`src/rtl/prot_filt_pkg.sv`:
```
`timescale 1ns/1ps
package prot_filt_pkg;
    localparam int CAUSE_W   = 3;
    localparam int CAUSE_OVP = 0;
    localparam int CAUSE_OCP = 1;
    localparam int CAUSE_OLP = 2;

    typedef struct packed {
        logic               fault;
        logic [CAUSE_W-1:0] cause;
    } fault_latch_t;
endpackage

```
`src/rtl/prot_strobe_gen.sv`:
```
`timescale 1ns/1ps
module prot_strobe_gen #(
    parameter int DLY = 100,
    parameter int WID = 25
) (
    input  logic clk,
    input  logic rst_n,
    input  logic gate_on,
    output logic strobe
);
    localparam int END_CNT = DLY + WID;
    localparam int CW      = $clog2(END_CNT + 2);
    localparam logic [CW-1:0] DLY_V = CW'(DLY);
    localparam logic [CW-1:0] END_V = CW'(END_CNT);

    typedef struct packed {
        logic          gate;
        logic [CW-1:0] cnt;
    } st_t;

    st_t st_d, st_q;

    always_comb begin
        st_d      = st_q;
        st_d.gate = gate_on;
        if (gate_on) begin
            st_d.cnt = '0;
        end else if (st_q.gate) begin
            st_d.cnt = CW'(1);
        end else if (st_q.cnt != '0 && st_q.cnt <= END_V) begin
            st_d.cnt = st_q.cnt + CW'(1);
        end
    end

    always_ff @(posedge clk or negedge rst_n) begin
        if (!rst_n) st_q <= '0;
        else        st_q <= st_d;
    end

    assign strobe = (st_q.cnt > DLY_V) && (st_q.cnt <= END_V);


    strobe_closed_on_chk: assert property (@(posedge clk) disable iff (!rst_n)
        gate_on |=> !strobe);
endmodule

```
`src/rtl/prot_cycle_qual.sv`:
```
`timescale 1ns/1ps
module prot_cycle_qual #(
    parameter int N = 4
) (
    input  logic clk,
    input  logic rst_n,
    input  logic clr,
    input  logic cycle_end,
    input  logic sample_en,
    input  logic sample,
    output logic qualified
);
    localparam int CW = $clog2(N + 1);
    localparam logic [CW-1:0] N_V = CW'(N);

    typedef struct packed {
        logic          hit;
        logic [CW-1:0] cnt;
    } st_t;

    st_t  st_d, st_q;
    logic hit_now;

    always_comb begin
        hit_now = st_q.hit | (sample_en & sample);
        st_d    = st_q;
        if (clr) begin
            st_d = '0;
        end else if (cycle_end) begin
            st_d.hit = 1'b0;
            if (!hit_now)          st_d.cnt = '0;
            else if (st_q.cnt != N_V) st_d.cnt = st_q.cnt + CW'(1);
        end else begin
            st_d.hit = hit_now;
        end
    end

    always_ff @(posedge clk or negedge rst_n) begin
        if (!rst_n) st_q <= '0;
        else        st_q <= st_d;
    end

    assign qualified = !clr && cycle_end && hit_now && (st_q.cnt == N_V - CW'(1));


    clean_cycle_clr_chk: assert property (@(posedge clk) disable iff (!rst_n)
        (cycle_end && !st_q.hit && !(sample_en && sample)) |=> (st_q.cnt == '0));

    run_bound_chk: assert property (@(posedge clk) disable iff (!rst_n)
        st_q.cnt <= N_V);
endmodule

```
`src/rtl/prot_burst_ctrl.sv`:
```
`timescale 1ns/1ps
module prot_burst_ctrl (
    input  logic clk,
    input  logic rst_n,
    input  logic fb_below_hys,
    input  logic fb_above_bm,
    output logic skip
);
    logic skip_d, skip_q;

    always_comb begin
        skip_d = skip_q;
        if (fb_below_hys)     skip_d = 1'b1;
        else if (fb_above_bm) skip_d = 1'b0;
    end

    always_ff @(posedge clk or negedge rst_n) begin
        if (!rst_n) skip_q <= 1'b0;
        else        skip_q <= skip_d;
    end

    assign skip = skip_q;


    skip_enter_chk: assert property (@(posedge clk) disable iff (!rst_n)
        fb_below_hys |=> skip);

    skip_leave_chk: assert property (@(posedge clk) disable iff (!rst_n)
        (fb_above_bm && !fb_below_hys) |=> !skip);

    skip_band_hold_chk: assert property (@(posedge clk) disable iff (!rst_n)
        (!fb_above_bm && !fb_below_hys) |=> $stable(skip));
endmodule

```
`src/rtl/prot_filter_top.sv`:
```
`timescale 1ns/1ps
module prot_filter_top
    import prot_filt_pkg::*;
#(
    parameter int STROBE_DLY = 100,
    parameter int STROBE_WID = 25,
    parameter int OVP_CYCLES = 4,
    parameter int OCP_CYCLES = 2
) (
    input  logic               clk,
    input  logic               rst_n,
    input  logic               gate_on,
    input  logic               cycle_end,
    input  logic               ovp_cmp,
    input  logic               ocp_cmp,
    input  logic               fb_below_hys,
    input  logic               fb_above_bm,
    input  logic               fb_above_lin,
    input  logic               fb_at_olp,
    input  logic               uvlo,
    output logic               fault,
    output logic [CAUSE_W-1:0] fault_cause,
    output logic               pulse_skip
);
    logic               strobe;
    logic               ovp_qual, ocp_qual;
    logic [CAUSE_W-1:0] src;
    fault_latch_t       lat_d, lat_q;

    prot_strobe_gen #(.DLY(STROBE_DLY), .WID(STROBE_WID)) u_strobe (
        .clk(clk), .rst_n(rst_n), .gate_on(gate_on), .strobe(strobe));

    prot_cycle_qual #(.N(OVP_CYCLES)) u_ovp_qual (
        .clk(clk), .rst_n(rst_n), .clr(uvlo), .cycle_end(cycle_end),
        .sample_en(strobe), .sample(ovp_cmp), .qualified(ovp_qual));

    prot_cycle_qual #(.N(OCP_CYCLES)) u_ocp_qual (
        .clk(clk), .rst_n(rst_n), .clr(uvlo), .cycle_end(cycle_end),
        .sample_en(1'b1), .sample(ocp_cmp), .qualified(ocp_qual));

    prot_burst_ctrl u_burst (
        .clk(clk), .rst_n(rst_n), .fb_below_hys(fb_below_hys),
        .fb_above_bm(fb_above_bm), .skip(pulse_skip));

    always_comb begin
        src            = '0;
        src[CAUSE_OVP] = ovp_qual;
        src[CAUSE_OCP] = ocp_qual;
        src[CAUSE_OLP] = fb_at_olp & fb_above_lin;
    end

    always_comb begin
        lat_d = lat_q;
        if (uvlo) begin
            lat_d = '0;
        end else if (!lat_q.fault && (src != '0)) begin
            lat_d.fault = 1'b1;
            lat_d.cause = src;
        end
    end

    always_ff @(posedge clk or negedge rst_n) begin
        if (!rst_n) lat_q <= '0;
        else        lat_q <= lat_d;
    end

    assign fault       = lat_q.fault;
    assign fault_cause = lat_q.cause;


    fault_hold_chk: assert property (@(posedge clk) disable iff (!rst_n)
        (fault && !uvlo) |=> (fault && $stable(fault_cause)));

    uvlo_clear_chk: assert property (@(posedge clk) disable iff (!rst_n)
        uvlo |=> (!fault && fault_cause == '0));

    cause_present_chk: assert property (@(posedge clk) disable iff (!rst_n)
        fault |-> (fault_cause != '0));

    overload_trip_chk: assert property (@(posedge clk) disable iff (!rst_n)
        (fb_at_olp && fb_above_lin && !uvlo) |=> fault);
endmodule

```
`config.mk`:
```
export PLATFORM = sky130hd
export DESIGN_NAME = prot_filter_top
export DESIGN_NICKNAME = d
export VERILOG_FILES = /design/src/rtl/prot_filt_pkg.sv /design/src/rtl/prot_strobe_gen.sv /design/src/rtl/prot_cycle_qual.sv /design/src/rtl/prot_burst_ctrl.sv /design/src/rtl/prot_filter_top.sv
export SDC_FILE = /design/constraint.sdc
export NUM_CORES = 1
export LEC_CHECK = 0
export ABC_AREA = 1
export ABC_CLOCK_PERIOD_IN_PS = 1700
export BUFFER_PORTS_ARGS = -buffer_cell sky130_fd_sc_hd__buf_2
export CORE_MARGIN = 1
export CORE_UTILIZATION = 30
export CTS_CLUSTER_DIAMETER = 150
export DETAILED_ROUTE_END_ITERATION = 16
export PLACE_DENSITY = 0.59
export SLEW_MARGIN = 10
export SYNTH_ARGS = -nofsm -noshare
export SYNTH_HDL_FRONTEND = slang
export SYNTH_HIERARCHICAL = 1
export SYNTH_SLANG_ARGS = --single-unit
```
`constraint.sdc`:
```
create_clock -name clk -period 1.7 [get_ports clk]
set_input_delay 0.34 -clock clk [delete_from_list [all_inputs] [get_ports clk]]
set_output_delay 0.34 -clock clk [all_outputs]
set_load 0.01 [all_outputs]
```
* After elaboration in Yosys (flattened, before gate mapping) *
Index checks and enable logic that the tools add are counted.

operators by class
  eq/ne operators = 6
  reduce and logical (&&, ||, !) cells = 18
  mux-type cells = 17
  magnitude comparators = 2
  add/subtract/negate cells = 3
  bitwise logic cells = 4

operators by type and width
  kind                                                                   count
  7-bit two-way mux                                                      3
  3-bit two-way mux                                                      4
  4-bit two-way mux                                                      3
  3-bit != test, second input constant                                   3
  1-bit logical AND                                                      8
  7-bit by 1-bit adder with 7-bit output, second input constant          1
  7-bit greater-than comparator, second input constant                   1
  7-bit less-or-equal comparator, second input constant                  1
  7-bit nonzero test                                                     1
  2-bit two-way mux                                                      3
  2-bit nonzero test                                                     3
  3-bit nonzero test                                                     2
  1-bit two-way mux                                                      4
  2-bit AND reduction                                                    2
  3-bit by 1-bit adder with 3-bit output, second input constant          1
  3-bit by 2-bit equality test with 1-bit output, second input constant  1
  2-bit by 1-bit adder with 2-bit output, second input constant          1
  1-bit bitwise AND                                                      2
  2-bit by 1-bit equality test with 1-bit output, second input constant  1
  1-bit zero test                                                        2
  2-bit != test, second input constant                                   1
  1-bit bitwise OR                                                       2

word-level totals
  logic and storage cells = 59
  output and inout port bits = 5
  register bits after elaboration = 20
  input bits = 11

* Logic depth before layout (Yosys ltp) *
  word-level depth = 10
  mapped depth = 16
  mapped depth without buffers = 16

* By module *
The synthesis kept the hierarchy.

by module, submodules not included
  module                         instances  sequential area each (um^2)  cells each  area an instance (um^2)
  prot_strobe_gen                1          200.2                        68          556.8
  prot_cycle_qual at u_ovp_qual  1          100.1                        39          264.0
  prot_cycle_qual at u_ocp_qual  1          75.1                         30          207.7
  prot_filter_top                1          100.1                        22          203.9
  prot_burst_ctrl                1          25.0                         5           40.0

* Worst setup path before layout *
No wires, ideal clock.

  path kind = reg-to-reg
  from = register u_strobe/st_q[0] in the netlist's numbering
  to = register lat_q (netlist bit fault_cause[0])
  buffers on the path = 0
  required time = 1.582 ns
  setup time = 0.118 ns
  setup slack = -0.068 ns
  arrival = 1.650 ns
  stages on the path, launching flop included = 17
  period minus slack after synthesis = 1.768 ns
  cells stage by stage = dfrtp_1 > inv_1 > ha_1 > inv_1 > nand2_1 > nand2_1 > nand3_1 > a21oi_1 > nand2_1 > nand2_2 > nand2_1 > nor2_1 > nor2_2 > nand2_2 > nand2_2 > nand3_1 > nand2_1

on the way
  longest elaborated chain between the ends = 9
  elaborated cells on any way between the ends = 12
  those cells by class = 2 x order compare; 2 x mux; 2 x bitwise; 6 x reduce/logical

RTL lines
  element                                                                                 RTL line               source
  from (decl)                                                                             prot_strobe_gen.sv:21  st_t st_d, st_q;
  from (signal assigned)                                                                  prot_strobe_gen.sv:37  else st_q <= st_d;
  7-bit greater-than comparator / 7-bit less-or-equal comparator (equally long branches)  prot_strobe_gen.sv:40  assign strobe = (st_q.cnt > DLY_V) && (st_q.cnt <= END_V);
  1-bit logical AND *                                                                     prot_strobe_gen.sv:40
  via strobe                                                                              prot_filter_top.sv:25  logic strobe;
  1-bit bitwise AND *                                                                     prot_cycle_qual.sv:25  hit_now = st_q.hit | (sample_en & sample);
  1-bit bitwise OR *                                                                      prot_cycle_qual.sv:25
  1-bit logical AND * (2 in a row)                                                        prot_cycle_qual.sv:43  assign qualified = !clr && cycle_end && hit_now && (st_q.cnt == N_V - CW'(1));
  via ovp_qual                                                                            prot_filter_top.sv:26  logic ovp_qual, ocp_qual;
  3-bit nonzero test                                                                      prot_filter_top.sv:56  end else if (!lat_q.fault && (src != '0)) begin
  1-bit logical AND                                                                       prot_filter_top.sv:56
  2-bit nonzero test (no line)                                                            -
  to (signal assigned)                                                                    prot_filter_top.sv:64  else lat_q <= lat_d;
  to (decl)                                                                               prot_filter_top.sv:28  fault_latch_t lat_d, lat_q;

The timed path passes the listed nets; every way through them passes the cells marked *. The select of a mux whose other input is x is not followed.
A chain may end at the register's enable or synchronous reset.

* Worst setup path in the final report *
  from = register u_strobe/st_q[1] in the netlist's numbering
  to = register u_ovp_qual/st_q[2] in the netlist's numbering

on the way
  longest elaborated chain between the ends = 7
  elaborated cells on any way between the ends = 10
  those cells by class = 2 x order compare; 1 x eq/ne; 3 x mux; 2 x bitwise; 2 x reduce/logical

RTL lines
  element                                                                                 RTL line               source
  7-bit greater-than comparator / 7-bit less-or-equal comparator (equally long branches)  prot_strobe_gen.sv:40
  1-bit logical AND *                                                                     prot_strobe_gen.sv:40
  via strobe                                                                              prot_filter_top.sv:25
  1-bit bitwise AND *                                                                     prot_cycle_qual.sv:25
  1-bit bitwise OR *                                                                      prot_cycle_qual.sv:25
  3-bit two-way mux                                                                       prot_cycle_qual.sv:31  if (!hit_now) st_d.cnt = '0;
  3-bit two-way mux                                                                       prot_cycle_qual.sv:29  end else if (cycle_end) begin
  4-bit two-way mux                                                                       prot_cycle_qual.sv:27  if (clr) begin
  to (signal assigned)                                                                    prot_cycle_qual.sv:40  else st_q <= st_d;
  to (decl)                                                                               prot_cycle_qual.sv:21  st_t st_d, st_q;

Marked as above.

==> flow_summary_export.csv <==
group,metric,value,unit
status,run_status,"complete, but fails checks",
status,violations,"negative setup slack",
sta,min_period_over_period,102.2,%
global_routing,antenna_found_initial,0,
setup_path,crit_path_start_kind,"flip-flop",
logic_synthesis,netlist.top_cell.by_area,"sky130_fd_sc_hd__dfrtp_1",
setup_path,timing.critical_path.fanout_max,3,
detailed_routing,routedWlPerCell,9.710,um
floorplan,design.die.area,4506,um2
clock_tree,htree_levels,1,
clock_tree,clkSlewWorstSetupHoldPaths,0.07,ns
power,cellPowerDensity,629.2,nW/um2
detailed_routing,firstDrtPassIters,4,
global_routing,vias_in_the_first_global_route,984,
detailed_routing,post-route-drc-count,0,
logic_synthesis,seq_area_frac_synth,39.33,%
setup_path,worst-endpoint-required,1.86,ns
flow_run,maxCapViolCount,0,
clock_tree,clock_latency,0.26,ns
logic_synthesis,post_synth_and_or_nand_nor_area_fraction,37.46,%
placed_design,detailed_place_hpwl,1808,um
sta,fin_crit,1.737,ns
power,cellLeakagePower,0.8545,nW
placed_design,gpl.final_weighted_congestion,0.8129,
floorplan,ios,16,
finish,syn_to_final_growth,29.89,%
finish,area_taken_by_flip_flops_and_latches,500.5,um2
logic_synthesis,yosysUniqueCellTypes,24,
logic_synthesis,post_synth_instance_area,1272,um2
clock_tree,cts-root-buf,"sky130_fd_sc_hd__clkbuf_8",
setup_path,end_kind,"flip-flop",
global_routing,grt_pass1_wl,4091,um
global_routing,grt_max_degree,21,
finish,nFillCells,409,
logic_synthesis,synth_area_leaders,"sky130_fd_sc_hd__dfrtp_1 39%, sky130_fd_sc_hd__nand2_1 12%, sky130_fd_sc_hd__ha_1 7.9%",
global_routing,grt_use_met1,15.59,%
finish,fin_util,41.02,%
logic_synthesis,synth_top_family_by_area,"simple AND/OR/NAND/NOR gates",
detailed_routing,route.detailed.vias_per_inst,4.379,
detailed_routing,detail_route.wirelength,2408,um
global_routing,global_route.overflow_total,0,
detailed_routing,detail-route-antenna-nets,0,
setup_path,r2r-start,"u_strobe/st_q[1]$_DFFE_PN0P_",
global_routing,top_usage_layer,"met2",
sta,fin_worst_skew,0.001875,ns
finish,final_area,1653,um2
placed_design,dpl_cell_area,1488,um2
power,irDropWorstVdd,0.3074,mV
floorplan,chip_width,67.13,um
logic_synthesis,ys.warnings.count,6,
sta,fmaxAchievable,0.5757,GHz
setup_path,crit_arrival,1.89,ns
floorplan,core,4029,um2
clock_tree,clock_tree_from_tritoncts,"yes",
clock_tree,ctsHoldBuffers,0,
logic_synthesis,synthMuxAreaShare,0,%
finish,num-nets-final,218,
sta,final-hold-violation-count,0,
logic_synthesis,synth-compound-area-share,5.506,%
global_routing,grt.met3_usage,1.541,%
clock_tree,numCtsBuffers,3,
floorplan,start_util,31.58,%
logic_synthesis,synthCells,164,
placed_design,count_of_buffers_inserted_at_the_top_level_ports,15,
logic_synthesis,syn_avg_cell_area,7.759,um2
global_routing,global_route.usage.met2,19.00,%
sta,finalMaxSlewViolations,0,
clock_tree,cts_num_sinks,20,
setup_path,critical_path_origin,"u_strobe/st_q[1]$_DFFE_PN0P_",
floorplan,rows,23,
detailed_routing,detailroute.via_count,1086,
sta,setup_viol,3,
global_routing,gr-usage-all-layers,11.96,%
sta,setup_slack,-0.03694,ns
finish,drive_above_1_share,36.36,%
finish,antennaDiodeCount,0,
logic_synthesis,synthesis.nets,183,
sta,grt_setup_unrepaired,"yes",
logic_synthesis,ys_ff_latch,20,
logic_synthesis,post_synth_top_area_share,39.33,%
logic_synthesis,fraction_of_the_mapped_netlist_area_in_adder_cells,7.866,%
setup_path,cp_class,"reg2reg",
floorplan,fp.dieH,67.13,um
worst_hold_path,holdCritPathClass,"in2async",
detailed_routing,first_iter_violations,25,
finish,multiInputGateArea,718.2,um2
sta,final.setup.tns,-0.1062,ns
clock_tree,cts.path.max_buffers,2,
logic_synthesis,synthXorXnorAreaFrac,0,%
[where the power goes]
group	internal, W	switching (W)	total, W	leakage [nW]
Sequential	0.000489	0.0000114	0.000500	0.270
Combinational	0.0000771	0.0000983	0.000175	0.556
Clock	0.000206	0.000158	0.000364	0.0288
Total	0.000772	0.000268	0.00104	0.854
[cell usage after synthesis, drive strengths merged]
cell,instances
nand3,11
o21ai,4
inv,26
a21oi,4
bufinv,1
nor2,24
nor3b,2
a21boi,1
nand2,51
clkinv,1
a2bb2oi,1
nand4,9
ha,8
conb,1
dfrtp,20
[cells in the final DEF (no fill, tap or decap), types with 3 or more instances in the layout]
master and n:
sky130_fd_sc_hd__buf_4 13, sky130_fd_sc_hd__nand2_2 10, sky130_fd_sc_hd__nor2_2 5, sky130_fd_sc_hd__clkbuf_8 4
sky130_fd_sc_hd__nand2_1 37, sky130_fd_sc_hd__inv_2 5, sky130_fd_sc_hd__buf_2 15, sky130_fd_sc_hd__nand3_2 3
sky130_fd_sc_hd__nand4_1 9, sky130_fd_sc_hd__nand3_1 8, sky130_fd_sc_hd__nor2_1 17, sky130_fd_sc_hd__nand2_4 4
sky130_fd_sc_hd__inv_1 20, sky130_fd_sc_hd__dfrtp_1 20, sky130_fd_sc_hd__ha_1 6
[cells by family after synthesis]
| group | after synthesis |
|---|---|
| adder cells (fa/ha/maj) | 8 |
| other | 1 |
| AND/OR/NAND/NOR | 97 |
| flip-flops | 20 |
| buffers and inverters | 28 |
| AO/OA/AOI/OAI | 10 |
[critical path: stages, from the launching register on]
cell and delay [ns]:
sky130_fd_sc_hd__dfrtp_1 0.37, sky130_fd_sc_hd__inv_2 0.06, sky130_fd_sc_hd__ha_2 0.18, sky130_fd_sc_hd__inv_2 0.04, sky130_fd_sc_hd__nand2_1 0.05, sky130_fd_sc_hd__nor2_2 0.14, sky130_fd_sc_hd__a21oi_2 0.06, sky130_fd_sc_hd__nand2_1 0.08
sky130_fd_sc_hd__nand2_2 0.06, sky130_fd_sc_hd__buf_4 0.13, sky130_fd_sc_hd__buf_6 0.10, sky130_fd_sc_hd__buf_6 0.12, sky130_fd_sc_hd__nand2_4 0.07, sky130_fd_sc_hd__nand2_4 0.06, sky130_fd_sc_hd__nand2_1 0.06, sky130_fd_sc_hd__nand2_1 0.05
[repair_timing]
action / CTS / global route
pin swaps: 5 / 7
buffers inserted: 2 / 5
endpoints found under the setup margin: 3 / 7
gates cloned: 0 / 0
resized for setup: 2 / 15
[area by class of cell]
type	count	area share, %
Tap cell	50	3.785
Timing Repair Buffer	30	11.81
Sequential cell	20	30.28
Multi-Input combinational cell	116	43.45
Clock buffer	4	3.331
Inverter	28	7.343
[path summary, 6_finish.rpt]
kind                                             endpoint  slack (ns)  depth (start not counted)
max                        u_ovp_qual/st_q[2]$_DFFE_PN0P_       -0.04                         15
min                            u_strobe/st_q[7]$_DFF_PN0_        0.02                          1
max reg2reg                u_ovp_qual/st_q[2]$_DFFE_PN0P_       -0.04                         15
min reg2reg                      u_burst/skip$_DFFE_PN0P_        0.49                          2
max in group asynchronous      fault_cause[0]$_DFFE_PN0P_        1.36                          1
min in group clk                 u_burst/skip$_DFFE_PN0P_        0.26                          3
[layer usage]
metal  vias up  part of all wire [%]
li1        577                     -
met1       493                    50
met2        12                    46
met3         4                   2.2
met4         0                   2.2
met5         -                     0
[per-stage QoR]
stage	setup slack [ns]	total power, W	cells	hold slack [ns]
after floorplan	-0.01029	0.0006051	164	0.04441
after detailed placement	-0.04387	0.0006703	237	0.3182
after global routing	-0.1641	0.001102	248	0.04169
after CTS	0.002674	0.001046	243	0.03581
final	-0.03694	0.001040	248	0.02316
after global placement	0.001908	0.0006686	237	0.3233
[state kept, by name (all words and copies together), names as in the netlist]
name / count
fault: 1
fault_cause: 3
u_burst/skip: 1
u_ocp_qual/st_q: 3
u_ovp_qual/st_q: 4
u_strobe/st_q: 8
Power figures use the tool's default switching activity.
